===== src/rtl/bmm_pkg.sv =====
package bmm_pkg;
  typedef enum logic [2:0] {
    ST_IDLE,
    ST_CHECK,
    ST_READ,
    ST_WRITE,
    ST_DONE,
    ST_ERROR
  } bmm_state_e;
endpackage


===== src/rtl/bmm_fifo.sv =====
module bmm_fifo #(
  parameter int W     = 32,
  parameter int DEPTH = 4
) (
  input  logic         clk_i,
  input  logic         rst_ni,
  input  logic         push_i,
  input  logic [W-1:0] din_i,
  input  logic         pop_i,
  output logic [W-1:0] dout_o,
  output logic         full_o,
  output logic         empty_o
);
  localparam int PW = (DEPTH > 1) ? $clog2(DEPTH) : 1;

  logic [W-1:0]  mem_q [DEPTH];
  logic [PW-1:0] wp_q, rp_q;
  logic [PW:0]   cnt_q;

  assign full_o  = (cnt_q == (PW+1)'(DEPTH));
  assign empty_o = (cnt_q == '0);
  assign dout_o  = mem_q[rp_q];

  function automatic logic [PW-1:0] nxt(input logic [PW-1:0] p);
    return (p == PW'(DEPTH - 1)) ? '0 : p + 1'b1;
  endfunction

  always_ff @(posedge clk_i or negedge rst_ni) begin
    if (!rst_ni) begin
      wp_q  <= '0;
      rp_q  <= '0;
      cnt_q <= '0;
    end else begin
      if (push_i) wp_q <= nxt(wp_q);
      if (pop_i)  rp_q <= nxt(rp_q);
      case ({push_i, pop_i})
        2'b10:   cnt_q <= cnt_q + 1'b1;
        2'b01:   cnt_q <= cnt_q - 1'b1;
        default: cnt_q <= cnt_q;
      endcase
    end
  end

  always_ff @(posedge clk_i) begin
    if (push_i) mem_q[wp_q] <= din_i;
  end

  assert_no_overflow_R5: assert property (@(posedge clk_i) disable iff (!rst_ni)
    push_i |-> (!full_o || pop_i));
  assert_no_underflow_R5: assert property (@(posedge clk_i) disable iff (!rst_ni)
    pop_i |-> !empty_o);
endmodule


===== src/rtl/bmm_plan.sv =====
module bmm_plan #(
  parameter int CW = 24
) (
  input  logic [1:0]    src_lo_i,
  input  logic [1:0]    dst_lo_i,
  input  logic [CW-1:0] cnt_i,
  output logic          misalign_o,
  output logic [CW-1:0] words_o,
  output logic [3:0]    first_be_o,
  output logic [3:0]    last_be_o
);
  logic [CW+1:0] span;
  logic [1:0]    end_lo;

  assign misalign_o = (src_lo_i != dst_lo_i);
  assign span       = {2'b00, cnt_i} + (CW+2)'(src_lo_i) + (CW+2)'(3);
  assign words_o    = span[CW+1:2];
  assign end_lo     = src_lo_i + cnt_i[1:0];

  for (genvar j = 0; j < 4; j++) begin : g_lane
    assign first_be_o[j] = (2'(j) >= src_lo_i);
    assign last_be_o[j]  = (end_lo == 2'd0) || (2'(j) < end_lo);
  end
endmodule


===== src/rtl/bmm_seq.sv =====
module bmm_seq
  import bmm_pkg::*;
#(
  parameter int AW    = 32,
  parameter int CW    = 24,
  parameter int BURST = 4
) (
  input  logic          clk_i,
  input  logic          rst_ni,
  input  logic          start_i,
  input  logic [AW-1:0] src_addr_i,
  input  logic [AW-1:0] dst_addr_i,
  input  logic [CW-1:0] byte_cnt_i,
  input  logic          src_io_i,
  input  logic          dst_io_i,
  output logic [1:0]    src_lo_o,
  output logic [1:0]    dst_lo_o,
  output logic [CW-1:0] cnt_o,
  input  logic          misalign_i,
  input  logic [CW-1:0] words_i,
  input  logic [3:0]    first_be_i,
  input  logic [3:0]    last_be_i,
  output logic          req_o,
  output logic          we_o,
  output logic [AW-1:0] addr_o,
  output logic          io_o,
  output logic [3:0]    be_o,
  input  logic          ack_i,
  output logic          push_o,
  output logic          pop_o,
  input  logic          fifo_full_i,
  input  logic          fifo_empty_i,
  output logic          busy_o,
  output logic          done_o,
  output logic          illegal_o
);
  localparam int BLW = $clog2(BURST) + 1;

  bmm_state_e    state_q;
  logic [AW-1:0] src_q, dst_q, src_ptr_q, dst_ptr_q;
  logic [CW-1:0] cnt_q, total_q, left_q, rd_idx_q, wr_idx_q, cur_idx;
  logic          sio_q, dio_q;
  logic [BLW-1:0] blen_q, beat_q;
  logic          last_beat;

  function automatic logic [BLW-1:0] clip(input logic [CW-1:0] w);
    return (w >= CW'(BURST)) ? BLW'(BURST) : BLW'(w);
  endfunction

  assign src_lo_o = src_q[1:0];
  assign dst_lo_o = dst_q[1:0];
  assign cnt_o    = cnt_q;

  assign req_o   = (state_q == ST_READ) || (state_q == ST_WRITE);
  assign we_o    = (state_q == ST_WRITE);
  assign addr_o  = we_o ? dst_ptr_q : src_ptr_q;
  assign io_o    = we_o ? dio_q : sio_q;
  assign cur_idx = we_o ? wr_idx_q : rd_idx_q;

  always_comb begin
    be_o = 4'hf;
    if (cur_idx == '0)            be_o = be_o & first_be_i;
    if (cur_idx == total_q - 1'b1) be_o = be_o & last_be_i;
  end

  assign push_o    = (state_q == ST_READ) && ack_i;
  assign pop_o     = (state_q == ST_WRITE) && ack_i;
  assign last_beat = (beat_q == blen_q - 1'b1);

  assign busy_o    = (state_q != ST_IDLE);
  assign done_o    = (state_q == ST_DONE);
  assign illegal_o = (state_q == ST_ERROR);

  always_ff @(posedge clk_i or negedge rst_ni) begin
    if (!rst_ni) begin
      state_q   <= ST_IDLE;
      src_q     <= '0;
      dst_q     <= '0;
      cnt_q     <= '0;
      sio_q     <= 1'b0;
      dio_q     <= 1'b0;
      src_ptr_q <= '0;
      dst_ptr_q <= '0;
      total_q   <= '0;
      left_q    <= '0;
      rd_idx_q  <= '0;
      wr_idx_q  <= '0;
      blen_q    <= '0;
      beat_q    <= '0;
    end else begin
      unique case (state_q)
        ST_IDLE: if (start_i) begin
          src_q   <= src_addr_i;
          dst_q   <= dst_addr_i;
          cnt_q   <= byte_cnt_i;
          sio_q   <= src_io_i;
          dio_q   <= dst_io_i;
          state_q <= ST_CHECK;
        end
        ST_CHECK: begin
          src_ptr_q <= {src_q[AW-1:2], 2'b00};
          dst_ptr_q <= {dst_q[AW-1:2], 2'b00};
          total_q   <= words_i;
          left_q    <= words_i;
          rd_idx_q  <= '0;
          wr_idx_q  <= '0;
          beat_q    <= '0;
          blen_q    <= clip(words_i);
          // alignment fault wins over an empty move
          if (misalign_i)        state_q <= ST_ERROR;
          else if (cnt_q == '0)  state_q <= ST_DONE;
          else                   state_q <= ST_READ;
        end
        ST_READ: if (ack_i) begin
          src_ptr_q <= src_ptr_q + AW'(4);
          rd_idx_q  <= rd_idx_q + 1'b1;
          if (last_beat) begin
            beat_q  <= '0;
            state_q <= ST_WRITE;
          end else begin
            beat_q  <= beat_q + 1'b1;
          end
        end
        ST_WRITE: if (ack_i) begin
          dst_ptr_q <= dst_ptr_q + AW'(4);
          wr_idx_q  <= wr_idx_q + 1'b1;
          left_q    <= left_q - 1'b1;
          if (last_beat) begin
            beat_q  <= '0;
            blen_q  <= clip(left_q - 1'b1);
            state_q <= (left_q == CW'(1)) ? ST_DONE : ST_READ;
          end else begin
            beat_q  <= beat_q + 1'b1;
          end
        end
        ST_DONE:  state_q <= ST_IDLE;
        ST_ERROR: state_q <= ST_IDLE;
        default:  state_q <= ST_IDLE;
      endcase
    end
  end

  assert_req_hold_R10: assert property (@(posedge clk_i) disable iff (!rst_ni)
    (req_o && !ack_i) |=> (req_o && $stable(addr_o) && $stable(we_o) && $stable(be_o)));
  assert_write_has_data_R5: assert property (@(posedge clk_i) disable iff (!rst_ni)
    (req_o && we_o) |-> !fifo_empty_i);
  assert_read_has_room_R5: assert property (@(posedge clk_i) disable iff (!rst_ni)
    (req_o && !we_o) |-> !fifo_full_i);
  assert_done_pulse_R9: assert property (@(posedge clk_i) disable iff (!rst_ni)
    done_o |=> !done_o);
  assert_illegal_pulse_R1: assert property (@(posedge clk_i) disable iff (!rst_ni)
    illegal_o |=> (!illegal_o && !req_o));
  assert_exit_excl_R9: assert property (@(posedge clk_i) disable iff (!rst_ni)
    !(done_o && illegal_o));
endmodule


===== src/rtl/bmm_engine.sv =====
module bmm_engine #(
  parameter int AW    = 32,
  parameter int DW    = 32,
  parameter int CW    = 24,
  parameter int BURST = 4
) (
  input  logic          clk_i,
  input  logic          rst_ni,
  input  logic          start_i,
  input  logic [AW-1:0] src_addr_i,
  input  logic [AW-1:0] dst_addr_i,
  input  logic [CW-1:0] byte_cnt_i,
  input  logic          src_io_i,
  input  logic          dst_io_i,
  output logic          req_o,
  output logic          we_o,
  output logic [AW-1:0] addr_o,
  output logic          io_o,
  output logic [3:0]    be_o,
  output logic [DW-1:0] wdata_o,
  input  logic [DW-1:0] rdata_i,
  input  logic          ack_i,
  output logic          busy_o,
  output logic          done_o,
  output logic          illegal_o
);
  logic [1:0]    src_lo, dst_lo;
  logic [CW-1:0] cnt, words;
  logic          misalign;
  logic [3:0]    first_be, last_be;
  logic          push, pop, full, empty;

  bmm_plan #(.CW(CW)) u_plan (
    .src_lo_i   (src_lo),
    .dst_lo_i   (dst_lo),
    .cnt_i      (cnt),
    .misalign_o (misalign),
    .words_o    (words),
    .first_be_o (first_be),
    .last_be_o  (last_be)
  );

  bmm_seq #(.AW(AW), .CW(CW), .BURST(BURST)) u_seq (
    .clk_i        (clk_i),
    .rst_ni       (rst_ni),
    .start_i      (start_i),
    .src_addr_i   (src_addr_i),
    .dst_addr_i   (dst_addr_i),
    .byte_cnt_i   (byte_cnt_i),
    .src_io_i     (src_io_i),
    .dst_io_i     (dst_io_i),
    .src_lo_o     (src_lo),
    .dst_lo_o     (dst_lo),
    .cnt_o        (cnt),
    .misalign_i   (misalign),
    .words_i      (words),
    .first_be_i   (first_be),
    .last_be_i    (last_be),
    .req_o        (req_o),
    .we_o         (we_o),
    .addr_o       (addr_o),
    .io_o         (io_o),
    .be_o         (be_o),
    .ack_i        (ack_i),
    .push_o       (push),
    .pop_o        (pop),
    .fifo_full_i  (full),
    .fifo_empty_i (empty),
    .busy_o       (busy_o),
    .done_o       (done_o),
    .illegal_o    (illegal_o)
  );

  bmm_fifo #(.W(DW), .DEPTH(BURST)) u_fifo (
    .clk_i   (clk_i),
    .rst_ni  (rst_ni),
    .push_i  (push),
    .din_i   (rdata_i),
    .pop_i   (pop),
    .dout_o  (wdata_o),
    .full_o  (full),
    .empty_o (empty)
  );
endmodule


===== config.mk =====
export PLATFORM = sky130hd
export DESIGN_NAME = bmm_engine
export DESIGN_NICKNAME = d
export VERILOG_FILES = /design/src/rtl/bmm_pkg.sv /design/src/rtl/bmm_fifo.sv /design/src/rtl/bmm_plan.sv /design/src/rtl/bmm_seq.sv /design/src/rtl/bmm_engine.sv
export SDC_FILE = /design/constraint.sdc
export NUM_CORES = 1
export LEC_CHECK = 0
export ABC_AREA = 1
export BUFFER_PORTS_ARGS = -buffer_cell sky130_fd_sc_hd__buf_2
export CAP_MARGIN = 15
export CORE_ASPECT_RATIO = 1.4
export CORE_MARGIN = 2
export CORE_UTILIZATION = 40
export CTS_BUF_LIST = sky130_fd_sc_hd__clkbuf_8 sky130_fd_sc_hd__clkbuf_16
export DETAILED_ROUTE_END_ITERATION = 7
export MAX_ROUTING_LAYER = met4
export SETUP_SLACK_MARGIN = 0.3
export SLEW_MARGIN = 20
export SYNTH_ARGS = -nofsm -noshare
export SYNTH_HDL_FRONTEND = slang
export SYNTH_SLANG_ARGS = --single-unit

===== constraint.sdc =====
create_clock -name clk_i -period 3.3 [get_ports clk_i]
set_input_delay 0.33 -clock clk_i [delete_from_list [all_inputs] [get_ports clk_i]]
set_output_delay 0.33 -clock clk_i [all_outputs]
set_load 0.01 [all_outputs]

Yosys cells after proc, flatten, opt, wreduce, memory -nomap -nowiden
Memory sizes are Yosys's and may differ from the RTL's.
Index checks and enable logic that the tools add are counted.
{ "totals": {"register_bits": 263, "ramBits": 128, "inputBits": 126, "out_inout_bits": 74, "word_cells": 116, "n_memories": 1} }
{ "mem_list": {"columns": ["name", "words", "word_bits", "read_ports", "rd_clocked_by_memory_dff", "write_ports", "line_no", "text"], "rows": [
  ["u_fifo.mem_q", 4, 32, 1, 0, 1, "bmm_fifo.sv:16", "logic [W-1:0] mem_q [DEPTH];"]
]} }
{ "op_classes": {"addsub": 13, "order_cmp": 10, "eq_ne": 17, "muxes": 36, "bitwise_logic": 1, "n_reduce_logical": 22} }
{ "ops": {"columns": ["cell", "n"], "rows": [
  ["$pmux W24 S2", 3],
  ["$pmux W32 S2", 2],
  ["$mux W24", 4],
  ["$mux W32", 3],
  ["$add A32 B3 Y32 const B", 2],
  ["$add A24 B1 Y24 const B", 2],
  ["$ge A24 B3 Y1 const B", 2],
  ["$logic_not A24 Y1", 2],
  ["$sub A24 B1 Y24 const B", 2],
  ["$mux W3", 14],
  ["$add A26 B2 Y26 const B", 1],
  ["$add A24 B2 Y25", 1],
  ["$eq A24 B1 Y1 const B", 1],
  ["$eq A24 B24 Y1", 1],
  ["$pmux W3 S2", 2],
  ["$pmux W3 S4", 1],
  ["$mux W4", 2],
  ["$ne A2 B2 Y1 const B", 4],
  ["$reduce_and A2 Y1", 4],
  ["$eq A3 B2 Y1 const B", 2],
  ["$eq A3 B3 Y1 const B", 2],
  ["$reduce_bool A2 Y1", 3],
  ["$logic_or A1 B1 Y1", 5],
  ["$reduce_and A5 Y1", 1],
  ["other kinds (22)", 33]
]} }

Logic depth before layout (Yosys ltp)
Gate-level depths: netlist of the first run.
{ "depth": {"depth_word": 6, "ltp_mapped": 21, "depth_no_buf": 21} }

Modules after synthesis
A second synthesis of the first run with hierarchy kept.
{ "unflattened": {"cells_unflattened": 2818, "hier_area_um2": 22296.4} }
{ "modules_own_cells": {"columns": ["module", "n_inst", "cells_each", "area_per_inst_um2", "seq_area_each_um2"], "rows": [
  ["bmm_seq", 1, 2226, 15859.0, 6381.1],
  ["bmm_fifo", 1, 428, 5567.8, 4018.9],
  ["bmm_plan", 1, 164, 869.6, 0.0]
]} }

Worst setup path before layout of the first run
OpenSTA, ideal clock, no wires.
{ "synth_timing": {"path_kind": "register -> register", "start": "reg u_seq.state_q[1]", "end": "mem u_fifo.mem_q[3][0], enable pin", "setup_ns": 0.421, "t_arrival_ns": 2.392, "required_time_ns": 2.879, "slack_ns": 0.487, "path_stages_with_launch": 8, "path_buffers": 1, "synth_period_minus_slack_ns": 2.813, "path_cell_list": "dfrtp_1 buf_4 inv_2 nor2_4 nand2_4 nor2_4 inv_1 nor2_1"} }
{ "synth_via": {"elab_chain_cells": 4} }
{ "synth_rtl": {"columns": ["item", "line_no", "text"], "rows": [
  ["start: declaration", "bmm_seq.sv:39", "bmm_state_e state_q;"],
  ["start signal: assignment", "bmm_seq.sv:131", "state_q <= (left_q == CW'(1)) ? ST_DONE : ST_READ;"],
  ["$eq A3 B2 Y1", "bmm_seq.sv:66", "assign push_o = (state_q == ST_READ) && ack_i;"],
  ["$logic_and A1 B1 Y1", "bmm_seq.sv:66", null],
  ["$mux W1", "bmm_fifo.sv:45", "if (push_i) mem_q[wp_q] <= din_i;"],
  ["$mux W1 (not written as such)", "bmm_fifo.sv:45", null],
  ["end: declaration", "bmm_fifo.sv:16", null]
]} }
Every way passes these cells.

Worst setup path in the final report of the first run
{ "layout_timing": {"start": "reg u_seq.state_q[1]", "end": "out be_o[3]"} }
{ "layout_via": {"elab_chain_cells": 6, "word_cells_on_any_way": 7, "cone_classes": "eq/ne: 2; mux: 3; bitwise: 1; reduce/logical: 1"} }
{ "layout_rtl": {"columns": ["item", "line_no", "text"], "rows": [
  ["$eq A3 B2 Y1 (*)", "bmm_seq.sv:55", "assign we_o = (state_q == ST_WRITE);"],
  ["$mux W24 (*)", "bmm_seq.sv:58", "assign cur_idx = we_o ? wr_idx_q : rd_idx_q;"],
  ["$logic_not A24 Y1", "bmm_seq.sv:62", "if (cur_idx == '0) be_o = be_o & first_be_i;"],
  ["$mux W4", "bmm_seq.sv:62", null],
  ["$and A4 B4 Y4", "bmm_seq.sv:63", "if (cur_idx == total_q - 1'b1) be_o = be_o & last_be_i;"],
  ["$mux W4 (*)", "bmm_seq.sv:63", null],
  ["end: declaration", "bmm_engine.sv:19", "output logic [3:0] be_o,"]
]} }
Every way passes the cells marked *; elsewhere a longest branch is shown, timed or not.

==> results.toml, run 1 <==
[route]
ant_nets = 0
drtIter0Drc = 1168
drc = 0
route.detailed.vias_per_inst = 5.296
wl_mm = 63.80
num_vias = 19270
drt_pass1_iterations = 8
wire_per_inst_um = 17.53

[global_routing]
overflow = 0
grt_pass1_wl_mm = 99.06
grt_max_degree = 101
grt_pass1_vias = 19070
antenna_found_initial = 2
grt_usage = 0.2361

[synthesis]
synth-edff-count = 128
ys.flop_type = "dfrtp_1"
syn_area_per_cell_um2 = 8.254
yosys_warnings = 0
yosysTopAreaCell = "dfrtp_1"
syn_inst = 2559
async_flop_share = 0.6693
synth.distinct_cells = 56
ys_ff_latch = 387
synthTopCellsByArea = "dfrtp_1 (31%), edfxtp_1 (18%), nand2_1 (8.7%)"
yosysSeqAreaShare = 0.4888
synth_top_area_share = 0.3069
netlist_area_um2 = 21120

[clock_network]
clock_path_buffers = 3
cts_tree = "yes"
htree_levels = 2
cts_made_buffers = 41
cts.clk_slew.worst_paths_ns = 0.06
clkLatencyLatePin_ns = 0.58
cts.sinks = 387
cts_root_buffer = "clkbuf_16"

[critical_path]
ff2ff_setup_slack_ns = 0.38
arrival_ns = 3.02
critPathMaxFanout = 6
critPathKind = "flop to output port"
slowest_stage = "dfrtp_2"
critPathCaptureType = "output port"
start_kind = "flop"
path_cells = "nand2_4 > nor2_4 > buf_6 > buf_12 > buf_16 > o21ai_2 > xor2_1 > xor2_1 > nand4_1 > nor2_1 > nand4_1 > buf_6 > or2_1 > buf_2"
required_ns = 2.97
cpPeakStageDelay_ns = 0.45

[sta]
worstMarginPinSlew_ns = 1.012
slew_headroom = 0.3247
skew_ns = 0.02729
setup_ws_ns = -0.05365
rsz0062_at_grt = "yes"
slew_viol_final = 0
fmax_mhz = 298.2
fin_tns_setup_ns = -0.05365
setup_viol = 1
period_minus_slack_ns = 3.354
final_hold_viol_count = 0
min_period_over_period = 1.016

[finish]
nets = 3044
syn2layout_area_growth_pct = 26.28
fillers = 4951
design_area_um2 = 26670
fin_util = 0.5115
layout-drive-gt1-share = 0.2113

[floorplan]
die_h_um = 275.9
core_um2 = 52150
io_pins = 200
initial_core_util = 0.4050
row_count = 99
fp.dieW_um = 198.2
die_area_um2 = 54680

[placed_design]
hpwl_mm = 44.26
postPlaceCellArea_um2 = 22980
routabilityCongestion = 0.9321
numPortBuffers = 197

[power]
ir_drop_v = 0.0009192
power_density_nw_per_um2 = 960.3
p_leak_nw = 11.58

[hold_path]
worstHoldPathType = "input port to flop"

[status]
status = "finished with violations"
violations = "setup timing"

[run]
drv_cap = 0
==> state kept, by name, indices dropped and copies added (netlist names), 24 cells and up <==
| register | flops |
|---|---|
| u_fifo.mem_q | 128 |
| u_seq.cnt_o | 24 |
| u_seq.dst_ptr_q | 30 |
| u_seq.dst_q | 32 |
| u_seq.left_q | 24 |
| u_seq.rd_idx_q | 24 |
| u_seq.src_ptr_q | 30 |
| u_seq.src_q | 32 |
| u_seq.total_q | 24 |
| u_seq.wr_idx_q | 24 |
==> report_power, final <==
group          total [mW]  internal (mW)  switching (mW)
registers            7.92           6.57            1.35
clock network        4.89           2.87            2.02
logic                12.8           4.63            8.17
total                25.6           14.1            11.5
==> routing by layer <==
layer,vias up,share of wire,track usage
met1,9282,0.39,0.2620
li1,9308,-,-
met3,167,0.042,0.02996
met5,-,0,-
met2,515,0.52,0.4217
met4,0,0.049,0.1078
==> cell usage after synthesis (all sizes together) (2+ instances only) <==
| cell type | number |
|---|---|
| buf | 18 |
| xor2 | 64 |
| dfrtp | 259 |
| nand3 | 134 |
| a31oi | 16 |
| o211ai | 16 |
| a32o | 3 |
| o2111ai | 2 |
| o31ai | 7 |
| o21ai | 264 |
| or2 | 10 |
| a21oi | 102 |
| xnor2 | 12 |
| a2bb2oi | 3 |
| edfxtp | 128 |
| o21a | 7 |
| clkbuf | 78 |
| nor4 | 24 |
| nor3 | 61 |
| a211oi | 4 |
| a41oi | 2 |
| mux2 | 62 |
| o22ai | 47 |
| nor2 | 378 |
| nand2 | 501 |
| a22oi | 7 |
| ha | 18 |
| inv | 260 |
| nand4 | 56 |
| o21bai | 2 |
| a221oi | 2 |
==> layout make-up <==
type / count / area, um^2 / area share
clock buffers: 46 / 1095 / 0.04105
flip-flops and latches: 387 / 10330 / 0.3873
well taps: 707 / 884.6 / 0.03317
inverters: 260 / 983.4 / 0.03687
diodes: 2 / 5.005 / 0.0001876
repair buffers: 390 / 2932 / 0.1099
clock inverters: 28 / 310.3 / 0.01163
multi-input cells: 1819 / 10130 / 0.3798
==> cell usage in the layout (no fill, tap or decap), drive strengths merged, types with 3 or more instances in the layout <==
master and count:
a2bb2oi 3, nand2 502, o21ai 264, a32o 3
a22oi 7, or2 10, nand4 56, nor2 379
o211ai 16, o22ai 47, nand3 134, dlygate4sd3 109
a31oi 16, a21oi 102, inv 274, nor3 61
bufinv 6, a211oi 4, xor2 64, dfrtp 259
nor4 24, o31ai 7, mux2 62, buf 280
clkinv 7, o21a 7, edfxtp 128, ha 18
xnor2 12, clkbuf 47
==> cell families after synthesis <==
kind of cell,share of synthesized area
other,0.0001775
AOI/OAI and AO/OA,0.1284
muxes,0.03305
buffers and inverters,0.06427
adders and majority gates,0.01161
and+or+nand+nor,0.2422
DFF,0.4888
xor gates and xnor gates,0.03151
==> critical path: cells and delay by family (launching register included) <==
kind / cells / cell delay [ns]
compound gates: 1 / 0.18
xor+xnor: 2 / 0.38
simple gates: 6 / 0.75
buf+inv: 5 / 0.69
flops: 1 / 0.45
==> path summary, 6_finish.rpt <==
| check | cells after the start | end | from |
|---|---|---|---|
| worst max-delay path | 14 | be_o[3] | u_seq.state_q[1] |
| worst min-delay path | 3 | u_seq.cnt_o[5] | byte_cnt_i[5] |
| worst max register to register | 17 | u_seq.blen_q[2] | u_seq.cnt_o[0] |
| worst min register to register | 1 | u_seq.src_q[21] | u_seq.src_q[21] |
| max in group asynchronous | 3 | u_seq.rd_idx_q[6] | rst_ni |
| min in group asynchronous | 2 | u_seq.cnt_o[5] | rst_ni |
==> stage by stage <==
step	std cells	hold slack [ns]	setup WS (ns)	power (mW)
finish	3639	0.01606	-0.05365	25.61
global route	3639	0.01611	-0.2026	27.48
CTS	3608	0.001452	-0.03677	24.56
detailed placement	3403	0.2911	0.1545	18.97
global placement	3403	0.2805	0.2121	18.81
floorplan	2560	0.03441	0.4872	15.17
==> timing repair <==
action | in CTS | in global routing
endpoints found under the setup margin | 40 | 29
gates cloned | 3 | 2
hold buffers | 109 | 0
endpoints found under the hold margin | 254 | 0
resized for setup | 63 | 141
buffers inserted | 19 | 27
pin swaps | 11 | 43
No activity file was read; power rests on OpenSTA's default activity.
==> run 2: changes to the inputs <==
--- a/config.mk
+++ b/config.mk
@@ -14,7 +14,7 @@
 export CTS_BUF_LIST = sky130_fd_sc_hd__clkbuf_8 sky130_fd_sc_hd__clkbuf_16
 export DETAILED_ROUTE_END_ITERATION = 7
 export MAX_ROUTING_LAYER = met4
-export SETUP_SLACK_MARGIN = 0.3
+export SETUP_SLACK_MARGIN = 0.1
 export SLEW_MARGIN = 20
 export SYNTH_ARGS = -nofsm -noshare
 export SYNTH_HDL_FRONTEND = slang
==> run 2 against run 1 <==
The flow still finishes with violations (setup timing). Final area fell by 1.6%. Critical path type unchanged. Via count fell by 0.37%. Hold slack improved by 0.00056 ns. Worst setup slack improved by 0.011 ns. Non-clock buffer count fell by 19. Clock-buffer cell count did not move. Combinational power fell by 5%. Global-route usage barely moved.
==> results.toml, run 2 (synthesis gave the netlist of run 1 again) <==
[floorplan]
core_um2 = 52150
initial_core_util = 0.4050
fp.dieW_um = 198.2
row_count = 99
die_h_um = 275.9
io_pins = 200
die_area_um2 = 54680

[global_routing]
overflow = 0
grt_usage = 0.2361
grt_pass1_wl_mm = 99.06
antenna_found_initial = 2
grt_max_degree = 101
grt_pass1_vias = 19060

[clock_network]
cts_root_buffer = "clkbuf_16"
cts.sinks = 387
cts_made_buffers = 41
cts_tree = "yes"
cts.clk_slew.worst_paths_ns = 0.06
htree_levels = 2
clkLatencyLatePin_ns = 0.58
clock_path_buffers = 3

[critical_path]
critPathCaptureType = "output port"
cp.depth = 14
cpPeakStageDelay_ns = 0.45
startpoint = "u_seq.state_q[1]"
path_cells = "nand2_4 > nor2_4 > buf_6 > buf_12 > buf_16 > o21ai_2 > xor2_1 > xor2_1 > nand4_1 > nor2_1 > nand4_1 > buf_6 > or2_1 > buf_2"
timing.rr.start = "u_seq.cnt_o[0]"
critPathKind = "flop to output port"
arrival_ns = 3.01
required_ns = 2.97
start_kind = "flop"
cp_top_family = "simple AND/OR/NAND/NOR gates"
cp-endpoint = "be_o[3]"
cp.buffers_inverters = 5
r2r_cells = 16
critPathMaxFanout = 6
slowest_stage = "dfrtp_2"
ff2ff_setup_slack_ns = 0.32
r2r_end = "u_seq.blen_q[2]"

[sta]
setup_viol = 1
period_minus_slack_ns = 3.343
setup_ws_ns = -0.04263
final_hold_viol_count = 0
skew_ns = 0.02789
min_period_over_period = 1.013
fin_tns_setup_ns = -0.04263
rsz0062_at_grt = "yes"
fmax_mhz = 299.2
slew_viol_final = 0
slew_headroom = 0.3201
worstMarginPinSlew_ns = 1.019

[route]
route.detailed.vias_per_inst = 5.304
num_vias = 19200
drtIter0Drc = 1157
drc = 0
wl_mm = 63.67
wire_per_inst_um = 17.59
ant_nets = 0
drt_pass1_iterations = 7

[finish]
nets = 3025
largest_reg_flops = 128
syn2layout_area_growth_pct = 24.21
design_area_um2 = 26240
regMostFlops = "u_fifo.mem_q"
final_cell_mix = "nand2_1 (476), nor2_1 (324), dfrtp_1 (255)"
final_common_cell = "nand2_1"
top_regs = "u_fifo.mem_q x128, u_seq.dst_q x32, u_seq.src_q x32"
layout-drive-gt1-share = 0.1879
fin_util = 0.5031

[power]
ir_drop_v = 0.0009118
power_density_nw_per_um2 = 949.0
p_leak_nw = 11.44

[placed_design]
postPlaceCellArea_um2 = 22980
routabilityCongestion = 0.9321
hpwl_mm = 44.26
numPortBuffers = 197

[status]
violations = "setup timing"
status = "finished with violations"

[hold_path]
worstHoldPathType = "input port to flop"

[run]
drv_cap = 0
## run 2: cell count changes in the layout (fill, tap and decap cells not counted), moves of 3 or more
cell,before,now
inv_1,250,254
nand2_4,14,8
nand2_2,38,17
nand3_1,117,123
nand2_1,449,476
nand3_2,12,9
buf_12,11,8
buf_4,65,48
nor2_1,313,324
inv_2,15,12
nor2_4,29,18
nand3_4,5,2
## run 2: worst min-delay path, delay by kind of cell
family / cells / cell delay, ns
AND/OR/NAND/NOR: 1 / 0.04
AO/OA/AOI/OAI: 1 / 0.11
buffers and inverters: 1 / 0.08
## run 2: per-layer routing
layer / GRT usage / share of wire / routed length [um] / up-vias
met3: 0.02996 / 0.045 / 2839 / 156
met2: 0.4217 / 0.52 / 32960 / 524
met5: - / 0 / 0 / -
met1: 0.2622 / 0.39 / 24830 / 9259
li1: - / - / - / 9262
met4: 0.1078 / 0.048 / 3043 / 0
## run 2: layout make-up
class | count | area, um^2
inverter | 260 | 980.9
clock inverter | 28 | 310.3
timing repair buffer | 371 | 2758
tap | 707 | 884.6
multi-input combinational | 1819 | 9872
fill | 4987 | 25910
sequential | 387 | 10330
antenna | 2 | 5.005
clock buffer | 46 | 1095
## run 2: metrics by stage
step / power [mW] / std cells / hold slack, ns / setup WS (ns)
2_1_floorplan: 15.17 / 2560 / 0.03441 / 0.4872
3_3_place_gp: 18.81 / 3403 / 0.2805 / 0.2121
3_5_place_dp: 18.97 / 3403 / 0.2911 / 0.1545
4_1_cts: 24.44 / 3606 / 0.001452 / -0.03677
5_1_grt: 26.76 / 3620 / 0.01611 / -0.1896
6_report: 24.90 / 3620 / 0.01662 / -0.04263
## run 2: what timing repair did
item                                   in CTS  in global routing
setup endpoints to repair                  25                  8
gates cloned                                3                  2
endpoints found under the hold margin     254                  0
setup buffers                              17                 10
resized for setup                          47                 77
hold buffers                              109                  0
pin swaps                                   9                 16
## run 2: worst min path at each step
stage                            endpoint  depth (start not counted)  slack (ns)      startpoint
after global placement     u_seq.cnt_o[7]                          1        0.28          rst_ni
after global routing      u_seq.src_q[25]                          2        0.02  src_addr_i[25]
after CTS                 u_seq.src_q[17]                          3       0.001  src_addr_i[17]
after floorplan            u_fifo.rp_q[0]                          0        0.03          rst_ni
final                      u_seq.cnt_o[5]                          3        0.02   byte_cnt_i[5]
after detailed placement   u_seq.cnt_o[7]                          1        0.29          rst_ni
## run 2: report_power, final
| group | internal (mW) | total [mW] | leakage [nW] | switching (mW) |
|---|---|---|---|---|
| clock | 2.87 | 4.90 | 0.723 | 2.02 |
| sequential | 6.57 | 7.91 | 4.32 | 1.34 |
| combinational | 4.24 | 12.1 | 6.39 | 7.85 |
